--- config.mk ---
export PLATFORM = sky130hd
export DESIGN_NAME = rst_cause_ctrl
export DESIGN_NICKNAME = d
export VERILOG_FILES = /design/src/rtl/rcc_pkg.sv /design/src/rtl/rcc_sync.sv /design/src/rtl/rcc_hold_timer.sv /design/src/rtl/rcc_cause_reg.sv /design/src/rtl/rst_cause_ctrl.sv
export SDC_FILE = /design/constraint.sdc
export NUM_CORES = 1
export LEC_CHECK = 0
export ABC_AREA = 1
export BUFFER_PORTS_ARGS = -buffer_cell sky130_fd_sc_hd__buf_2
export CAP_MARGIN = 5
export CORE_MARGIN = 2
export CORE_UTILIZATION = 49
export DETAILED_ROUTE_END_ITERATION = 6
export GPL_ROUTABILITY_DRIVEN = 0
export PLACE_DENSITY = 0.76
export SLEW_MARGIN = 30
export SYNTH_ARGS = -nofsm -noshare
export SYNTH_HDL_FRONTEND = slang
export SYNTH_SLANG_ARGS = --single-unit
--- constraint.sdc ---
create_clock -name clk -period 1.14 [get_ports clk]
set_clock_uncertainty 0.2 [all_clocks]
set_input_delay 0.285 -clock clk [delete_from_list [all_inputs] [get_ports clk]]
set_output_delay 0.285 -clock clk [all_outputs]
set_load 0.01 [all_outputs]
--- src/rtl/rcc_pkg.sv ---
package rcc_pkg;
  typedef enum logic [1:0] {
    SRC_NONE = 2'd0,
    SRC_PIN  = 2'd1,
    SRC_WDT  = 2'd2,
    SRC_SW   = 2'd3
  } rst_src_e;

  localparam int CAUSE_PIN    = 0;
  localparam int CAUSE_WDT    = 1;
  localparam int CAUSE_SW     = 2;
  localparam int CAUSE_POR    = 3;
  localparam int CAUSE_OUT_EN = 7;
  localparam int CODE_W       = 4;

  localparam logic [7:0] WDC_AFTER_WDT = 8'hE6;
  localparam logic [7:0] WDC_OTHER     = 8'hE4;
endpackage

--- src/rtl/rcc_sync.sv ---
module rcc_sync #(
  parameter int   STAGES  = 2,
  parameter logic RST_VAL = 1'b0
) (
  input  logic clk,
  input  logic rst_n,
  input  logic d,
  output logic q
);
  logic [STAGES-1:0] chain_q;
  logic [STAGES-1:0] chain_d;

  always_comb begin
    chain_d = {chain_q[STAGES-2:0], d};
  end

  always_ff @(posedge clk or negedge rst_n) begin
    if (!rst_n) chain_q <= {STAGES{RST_VAL}};
    else        chain_q <= chain_d;
  end

  assign q = chain_q[STAGES-1];
endmodule

--- src/rtl/rcc_hold_timer.sv ---
module rcc_hold_timer #(
  parameter int HOLD_CYC = 16,
  localparam int CW = $clog2(HOLD_CYC + 1)
) (
  input  logic clk,
  input  logic rst_n,
  input  logic load,
  output logic released,
  output logic ending
);
  logic [CW-1:0] cnt_q, cnt_d;
  logic          rel_q, rel_d;

  always_comb begin
    cnt_d = cnt_q;
    if (load)               cnt_d = CW'(HOLD_CYC);
    else if (cnt_q != '0)   cnt_d = cnt_q - 1'b1;
    rel_d = (cnt_d == '0);
  end

  always_ff @(posedge clk or negedge rst_n) begin
    if (!rst_n) begin
      cnt_q <= CW'(HOLD_CYC);
      rel_q <= 1'b0;
    end else begin
      cnt_q <= cnt_d;
      rel_q <= rel_d;
    end
  end

  assign released = rel_q;
  assign ending   = !load && (cnt_q == CW'(1));
endmodule

--- src/rtl/rcc_cause_reg.sv ---
module rcc_cause_reg
  import rcc_pkg::*;
(
  input  logic       clk,
  input  logic       rst_n,
  input  rst_src_e   src,
  input  logic       en_wr,
  input  logic       en_wdata,
  output logic [7:0] cause,
  output logic [7:0] wdt_ctrl_init
);
  logic              en_q, en_d;
  logic [CODE_W-1:0] code_q, code_d;

  always_comb begin
    en_d   = en_wr ? en_wdata : en_q;
    code_d = code_q;
    case (src)
      SRC_PIN: code_d = CODE_W'(1 << CAUSE_PIN);
      SRC_WDT: code_d = CODE_W'(1 << CAUSE_WDT);
      SRC_SW:  code_d = CODE_W'(1 << CAUSE_SW);
      default: code_d = code_q;
    endcase
  end

  always_ff @(posedge clk or negedge rst_n) begin
    if (!rst_n) begin
      en_q   <= 1'b0;
      code_q <= CODE_W'(1 << CAUSE_POR);
    end else begin
      en_q   <= en_d;
      code_q <= code_d;
    end
  end

  assign cause         = {en_q, 3'b000, code_q};
  assign wdt_ctrl_init = code_q[CAUSE_WDT] ? WDC_AFTER_WDT : WDC_OTHER;
endmodule

--- src/rtl/rst_cause_ctrl.sv ---
module rst_cause_ctrl
  import rcc_pkg::*;
#(
  parameter int HOLD_CYC    = 16,
  parameter int SYNC_STAGES = 2
) (
  input  logic       clk,
  input  logic       por_n,
  input  logic       pin_rst_n,
  input  logic       wdt_expire,
  input  logic       sw_rst_req,
  input  logic       out_en_wr,
  input  logic       out_en_wdata,
  output logic       core_rst_n,
  output logic       rst_out_n,
  output logic [7:0] cause,
  output logic [7:0] wdt_ctrl_init
);
  logic     rst_sync_n;
  logic     pin_s;
  logic     released;
  logic     ending;
  logic     internal_hit;
  logic     wr_ok;
  rst_src_e src;
  logic     int_q, int_d;
  logic     rout_q, rout_d;

  rcc_sync #(.STAGES(SYNC_STAGES), .RST_VAL(1'b0)) u_por_sync (
    .clk(clk), .rst_n(por_n), .d(1'b1), .q(rst_sync_n)
  );

  rcc_sync #(.STAGES(SYNC_STAGES), .RST_VAL(1'b1)) u_pin_sync (
    .clk(clk), .rst_n(rst_sync_n), .d(pin_rst_n), .q(pin_s)
  );

  // Arbitration: pin overrides everything; internal causes only while running.
  always_comb begin
    src = SRC_NONE;
    if (!pin_s)                    src = SRC_PIN;
    else if (released && wdt_expire) src = SRC_WDT;
    else if (released && sw_rst_req) src = SRC_SW;
    internal_hit = (src == SRC_WDT) || (src == SRC_SW);
    wr_ok        = out_en_wr && released && (src == SRC_NONE);
  end

  rcc_hold_timer #(.HOLD_CYC(HOLD_CYC)) u_timer (
    .clk(clk), .rst_n(rst_sync_n), .load(src != SRC_NONE),
    .released(released), .ending(ending)
  );

  rcc_cause_reg u_cause (
    .clk(clk), .rst_n(rst_sync_n), .src(src),
    .en_wr(wr_ok), .en_wdata(out_en_wdata),
    .cause(cause), .wdt_ctrl_init(wdt_ctrl_init)
  );

  always_comb begin
    int_d = int_q;
    if (internal_hit)        int_d = 1'b1;
    else if (src == SRC_PIN) int_d = 1'b0;
    else if (ending)         int_d = 1'b0;
    rout_d = !(int_d && cause[CAUSE_OUT_EN]);
  end

  always_ff @(posedge clk or negedge rst_sync_n) begin
    if (!rst_sync_n) begin
      int_q  <= 1'b0;
      rout_q <= 1'b1;
    end else begin
      int_q  <= int_d;
      rout_q <= rout_d;
    end
  end

  assign core_rst_n = released;
  assign rst_out_n  = rout_q;
endmodule

; Word-level counts from Yosys, hierarchy flattened
; Index checks and enable logic that the tools add are counted.
[word_totals]
ff_bits = 17
latchBits = 0
mem_bits_rw = 0
mem_bits_ro = 0
inputBits = 7
out_inout_bits = 18
wordCells = 37
memories = 0
[classes]
n_addsub = 1
mul = 0
div = 0
n_lt_le_gt_ge = 0
eq_ne = 4
shift = 0
mux = 10
bitwise_logic = 0
n_reduce_logical = 14
[op_table]
columns = cell, n
row1 = 4-bit one-hot mux with 3 select lines, 1
row2 = 5-bit two-way mux, 2
row3 = 2-bit two-way mux, 4
row4 = 1-bit logical AND, 6
row5 = "5-bit by 1-bit == test with 1-bit output, second input constant", 1
row6 = 5-bit zero test, 1
row7 = 5-bit nonzero test, 1
row8 = "5-bit by 1-bit subtractor with 5-bit output, second input constant", 1
row9 = "2-bit == test, second input constant", 2
row10 = 1-bit two-way mux, 3
row11 = 3-bit nonzero test, 1
row12 = "2-bit by 1-bit == test with 1-bit output, second input constant", 1
row13 = 1-bit zero test, 2
row14 = 2-bit zero test, 1
row15 = 2-bit nonzero test, 1
row16 = 1-bit logical OR, 1

; Depth between registers and ports, before layout
[logic_depth]
word_depth = 12
depth_mapped = 11
depth_no_buf = 11

; Modules after synthesis
; Synthesis repeated with hierarchy kept, for this count alone.
[hier_totals]
hier_cells = 94
hier_area_um2 = 857.1
[by_module_without_submodules]
columns = module, instances, cells_per_inst, area_each_um2, seq_area_each_um2
row1 = rcc_hold_timer, 1, 44, 364.1, 151.4
row2 = rcc_cause_reg, 1, 31, 274.0, 126.4
row3 = rst_cause_ctrl, 1, 15, 116.4, 51.3
row4 = rcc_sync at u_pin_sync, 1, 2, 52.6, 52.6
row5 = rcc_sync at u_por_sync, 1, 2, 50.0, 50.0

; Worst setup path before layout
; No wires, ideal clock.
[synth_timing]
kind = reg-to-reg
startpoint = reg u_timer.cnt_q[0]
endpoint = reg u_timer.rel_q (netlist: u_timer.released)
setup_ps = 116
arrival_ps = 1259
t_required_ps = 824
path_slack_ps = -435
path_stages_with_launch = 12
path_buffers = 0
synth_period_minus_slack_ps = 1575
cell_sequence = dfrtp_1 inv_1 ha_1 inv_1 nor2_1 nand2_1 nand2_1 nand3_2 nand2_1 inv_1 nand2_1 nor2_2
[synth_between]
elab_chain_cells = 4
word_cells_on_any_way = 5
cone_classes = 1 x add/sub / 2 x mux / 2 x reduce/logical
[synth_rtl]
columns = item, line_no
row1 = start: declaration, rcc_hold_timer.sv:11  ; logic [CW-1:0] cnt_q, cnt_d;
row2 = start signal: assignment, rcc_hold_timer.sv:23  ; cnt_q <= CW'(HOLD_CYC);
row3 = start signal: assignment, rcc_hold_timer.sv:26  ; cnt_q <= cnt_d;
row4 = 5-bit by 1-bit subtractor with 5-bit output / 5-bit nonzero test (equally long branches), rcc_hold_timer.sv:17  ; else if (cnt_q != '0) cnt_d = cnt_q - 1'b1;
row5 = 5-bit two-way mux (*), rcc_hold_timer.sv:17
row6 = 5-bit two-way mux (*), rcc_hold_timer.sv:16  ; if (load) cnt_d = CW'(HOLD_CYC);
row7 = 5-bit zero test (*), rcc_hold_timer.sv:18  ; rel_d = (cnt_d == '0);
row8 = via u_timer.rel_d, rcc_hold_timer.sv:12  ; logic rel_q, rel_d;
row9 = end signal: assignment, rcc_hold_timer.sv:27  ; rel_q <= rel_d;
row10 = end: declaration, rcc_hold_timer.sv:12
; Mark *: on every way through the listed nets, which the timed path passes. The rest lies on a longest branch.
; A chain may end at the register's enable or synchronous reset.

; Worst setup path after layout
[layout_timing]
startpoint = reg u_timer.cnt_q[1]
endpoint = reg u_timer.rel_q (netlist: u_timer.released)
; Same word-level chain as after synthesis.

==> impl_metrics.tcl <==
set metrics [dict create \
    period_share_pct 134 \
    outcome "finished, violations left" \
    place_ws_ns -0.401 \
    critical_path.cell_chain "inv_2 > ha_4 > inv_2 > nor2_4 > nand2_4 > nand2_2 > nand3_2 > nand2_1 > inv_1 > nand2_1 > nor2_2" \
    clkSlewWorstSetupHoldPaths_ns 0.10 \
    crit_buf_inv 3 \
    vias 686 \
    antenna_cells 0 \
    setup.worst_path.start_class "register" \
    port_buffers 14 \
    placed_cells 136 \
    final_core_util_pct 73.2 \
    cts_max_path_buffers 2 \
    totalPowerFinal_uw 2820 \
    hold_slack_ns -0.0995 \
    antenna_found_initial 0 \
    drv_slew 0 \
    clock-root-buffer "clkbuf_4" \
    ir_drop_v 0.00125 \
    routedWlPerCell_um 11.9 \
    end_kind "register" \
    grt_pass1_vias 613 \
    synth_area_per_cell_sq_um 9.22 \
    viasPerCell 4.60 \
    grt.overflow.total 0 \
    multiInputGateArea_sq_um 409 \
    finalSetupViolations 21 \
    fillers 127 \
    first_pass_iters 3 \
    clock_latency_ns 0.30 \
    cts_max_level 1 \
    cp_slowest_cell "dfrtp_1" \
    rsz0062_at_grt "yes" \
    start_util_pct 51.3 \
    drive_gt1_share_pct 54.5 \
    period_minus_slack_ns 1.53 \
    dp_hpwl_um 1230 \
    synth.distinct_cells 20 \
    die_height_um 46.1 \
    ys.flop_type "dfrtp_1" \
    die_area_sq_um 2120 \
    grt_max_degree 11 \
    min_path_type "register to asynchronous set/reset pin" \
    worst_path_dominant_cell_family "simple AND/OR/NAND/NOR gates" \
    initialDrtViolationCount 8 \
    ant_nets 0 \
    cellPowerDensity_nw_per_um2 2280 \
    hold_buffers 2 \
    wl_um 1770 \
    io_pins 25 \
    synthesis.area_sq_um 867 \
    nNetsFinal 143 \
    drcViolationCount 0 \
    p_leak_uw 0.000666 \
    critPathRequiredTime_ns 1.15 \
    core_area_sq_um 1690 \
    die_w_um 46.1 \
    final_critical_path_setup_slack_ns -0.391 \
    grt.total_usage_pct 17.6 \
    violations "negative hold slack, negative setup slack" \
    seq_area_frac_synth_pct 49.8 \
    cp_max_fo 4 \
    regArea_sq_um 432 \
    clock.fmax_mhz 653 \
    yosysWarnings 0 \
    async_reset_ff_share_pct 100 \
    grt_pass1_wl_um 2530 \
    arrival_ns 1.54 \
    cts_tree "done" \
    netlist_instances 94 \
    synth-edff-count 0 \
    crit_type "register to register" \
    cpPeakStageDelay_ns 0.40 \
    std_cell_rows 15 \
    ys_ff_latch 17 \
    cts.sinks 17 \
    instances_no_fill 149 \
    area_delta_synth_final_pct 42.6 \
    final_hold_viol_count 4 \
    maxCapViolCount 0 \
    cts_buffers 3 \
]
==> where the power goes <==
group / switching (uW) / internal [uW]
clock network: 209 / 131
registers: 103 / 751
logic: 830 / 794
==> cells by family (layout without fill, tap and decap cells) <==
group	after synthesis	count (layout)	synth area share, %
simple gates	38	38	21.9
buf+inv	26	55	16.7
flops	17	17	49.8
compound gates	6	6	4.33
fa+ha+maj	3	3	4.33
other cells	2	11	0.866
xor+xnor	2	2	2.02
==> routing by layer <==
metal	share of wire (%)	GRT usage, %	up-vias
met4	4.6	12.6	0
met2	52	29.2	21
li1	-	-	343
met1	40	20.8	313
met3	3.3	2.35	9
met5	0	0	-
==> through the flow <==
step	hold slack, ns	cell area [sq um]	TNS (ns)
floorplan	-0.211	931	-1.27
global placement	-0.128	1040	-2.33
detailed placement	-0.126	1040	-2.68
CTS	-0.0903	1160	-5.13
global route	-0.0750	1240	-6.17
finish	-0.0995	1240	-5.11
==> synthesized netlist by cell type (2+ instances only) <==
cell,n,area [sq um]
ha_1,3,37.5
dfrtp_1,12,300
nand2_1,20,75.1
xor2_1,2,17.5
buf_4,12,90.1
nand3_1,5,25.0
conb_1,2,7.51
inv_1,13,48.8
nor2_1,5,18.8
nand3_2,4,40.0
dfstp_2,5,131
o21ai_0,3,15.0
==> area by class of cell <==
class,count,area share [%]
clock buffer,3,1.82
sequential,17,34.9
tap,17,1.72
clock inverter,1,0.405
inverter,14,4.66
multi-input combinational,60,33.1
timing repair buffer,37,23.4
==> timing repair <==
action	in CTS	in global routing
setup buffers	5	2
endpoints found under the hold margin	7	4
setup endpoints to repair	21	21
gates resized for setup	11	20
gates cloned	0	0
pin swaps	3	5
==> layout by cell type, fill, tap and decap left out <==
cell type	count
buf_4	15
nand2_1	12
dfrtp_1	12
conb_1	11
buf_2	11
buf_6	9
inv_1	7
inv_2	6
nand2_2	6
dfstp_2	5
nor2_4	4
nand3_2	4
nand3_1	4
nand2_4	3
o21ai_1	3
clkbuf_4	3
xor2_1	2
nor2_2	2
ha_1	2
dlygate4sd3_1	2
nand3_4	1
inv_6	1
nor2_1	1
nand3b_1	1
o21ai_0	1
a21boi_1	1
a32o_1	1
ha_4	1
clkinv_2	1
==> flip-flops by register name, indices dropped and copies added, names as in the netlist <==
signal / flops
u_por_sync.chain_q: 2
int_q: 1
u_pin_sync.chain_q: 2
rst_out_n: 1
u_timer.cnt_q: 5
u_cause.code_q: 4
u_timer.released: 1
u_cause.en_q: 1
==> final timing paths <==
check	to	slack, ns	depth (start not counted)	start
setup / recovery	u_timer.released	-0.39	11	u_timer.cnt_q[1]
hold / removal	u_cause.en_q	-0.1	0	u_por_sync.chain_q[1]
setup reg to reg	u_timer.released	-0.39	11	u_timer.cnt_q[1]
hold reg to reg	u_cause.en_q	-0.1	0	u_por_sync.chain_q[1]
max in group asynchronous	u_timer.cnt_q[4]	0.35	1	u_por_sync.chain_q[1]
min in group clk	u_cause.en_q	0	3	out_en_wdata
No activity file was read; power rests on OpenSTA's default activity.
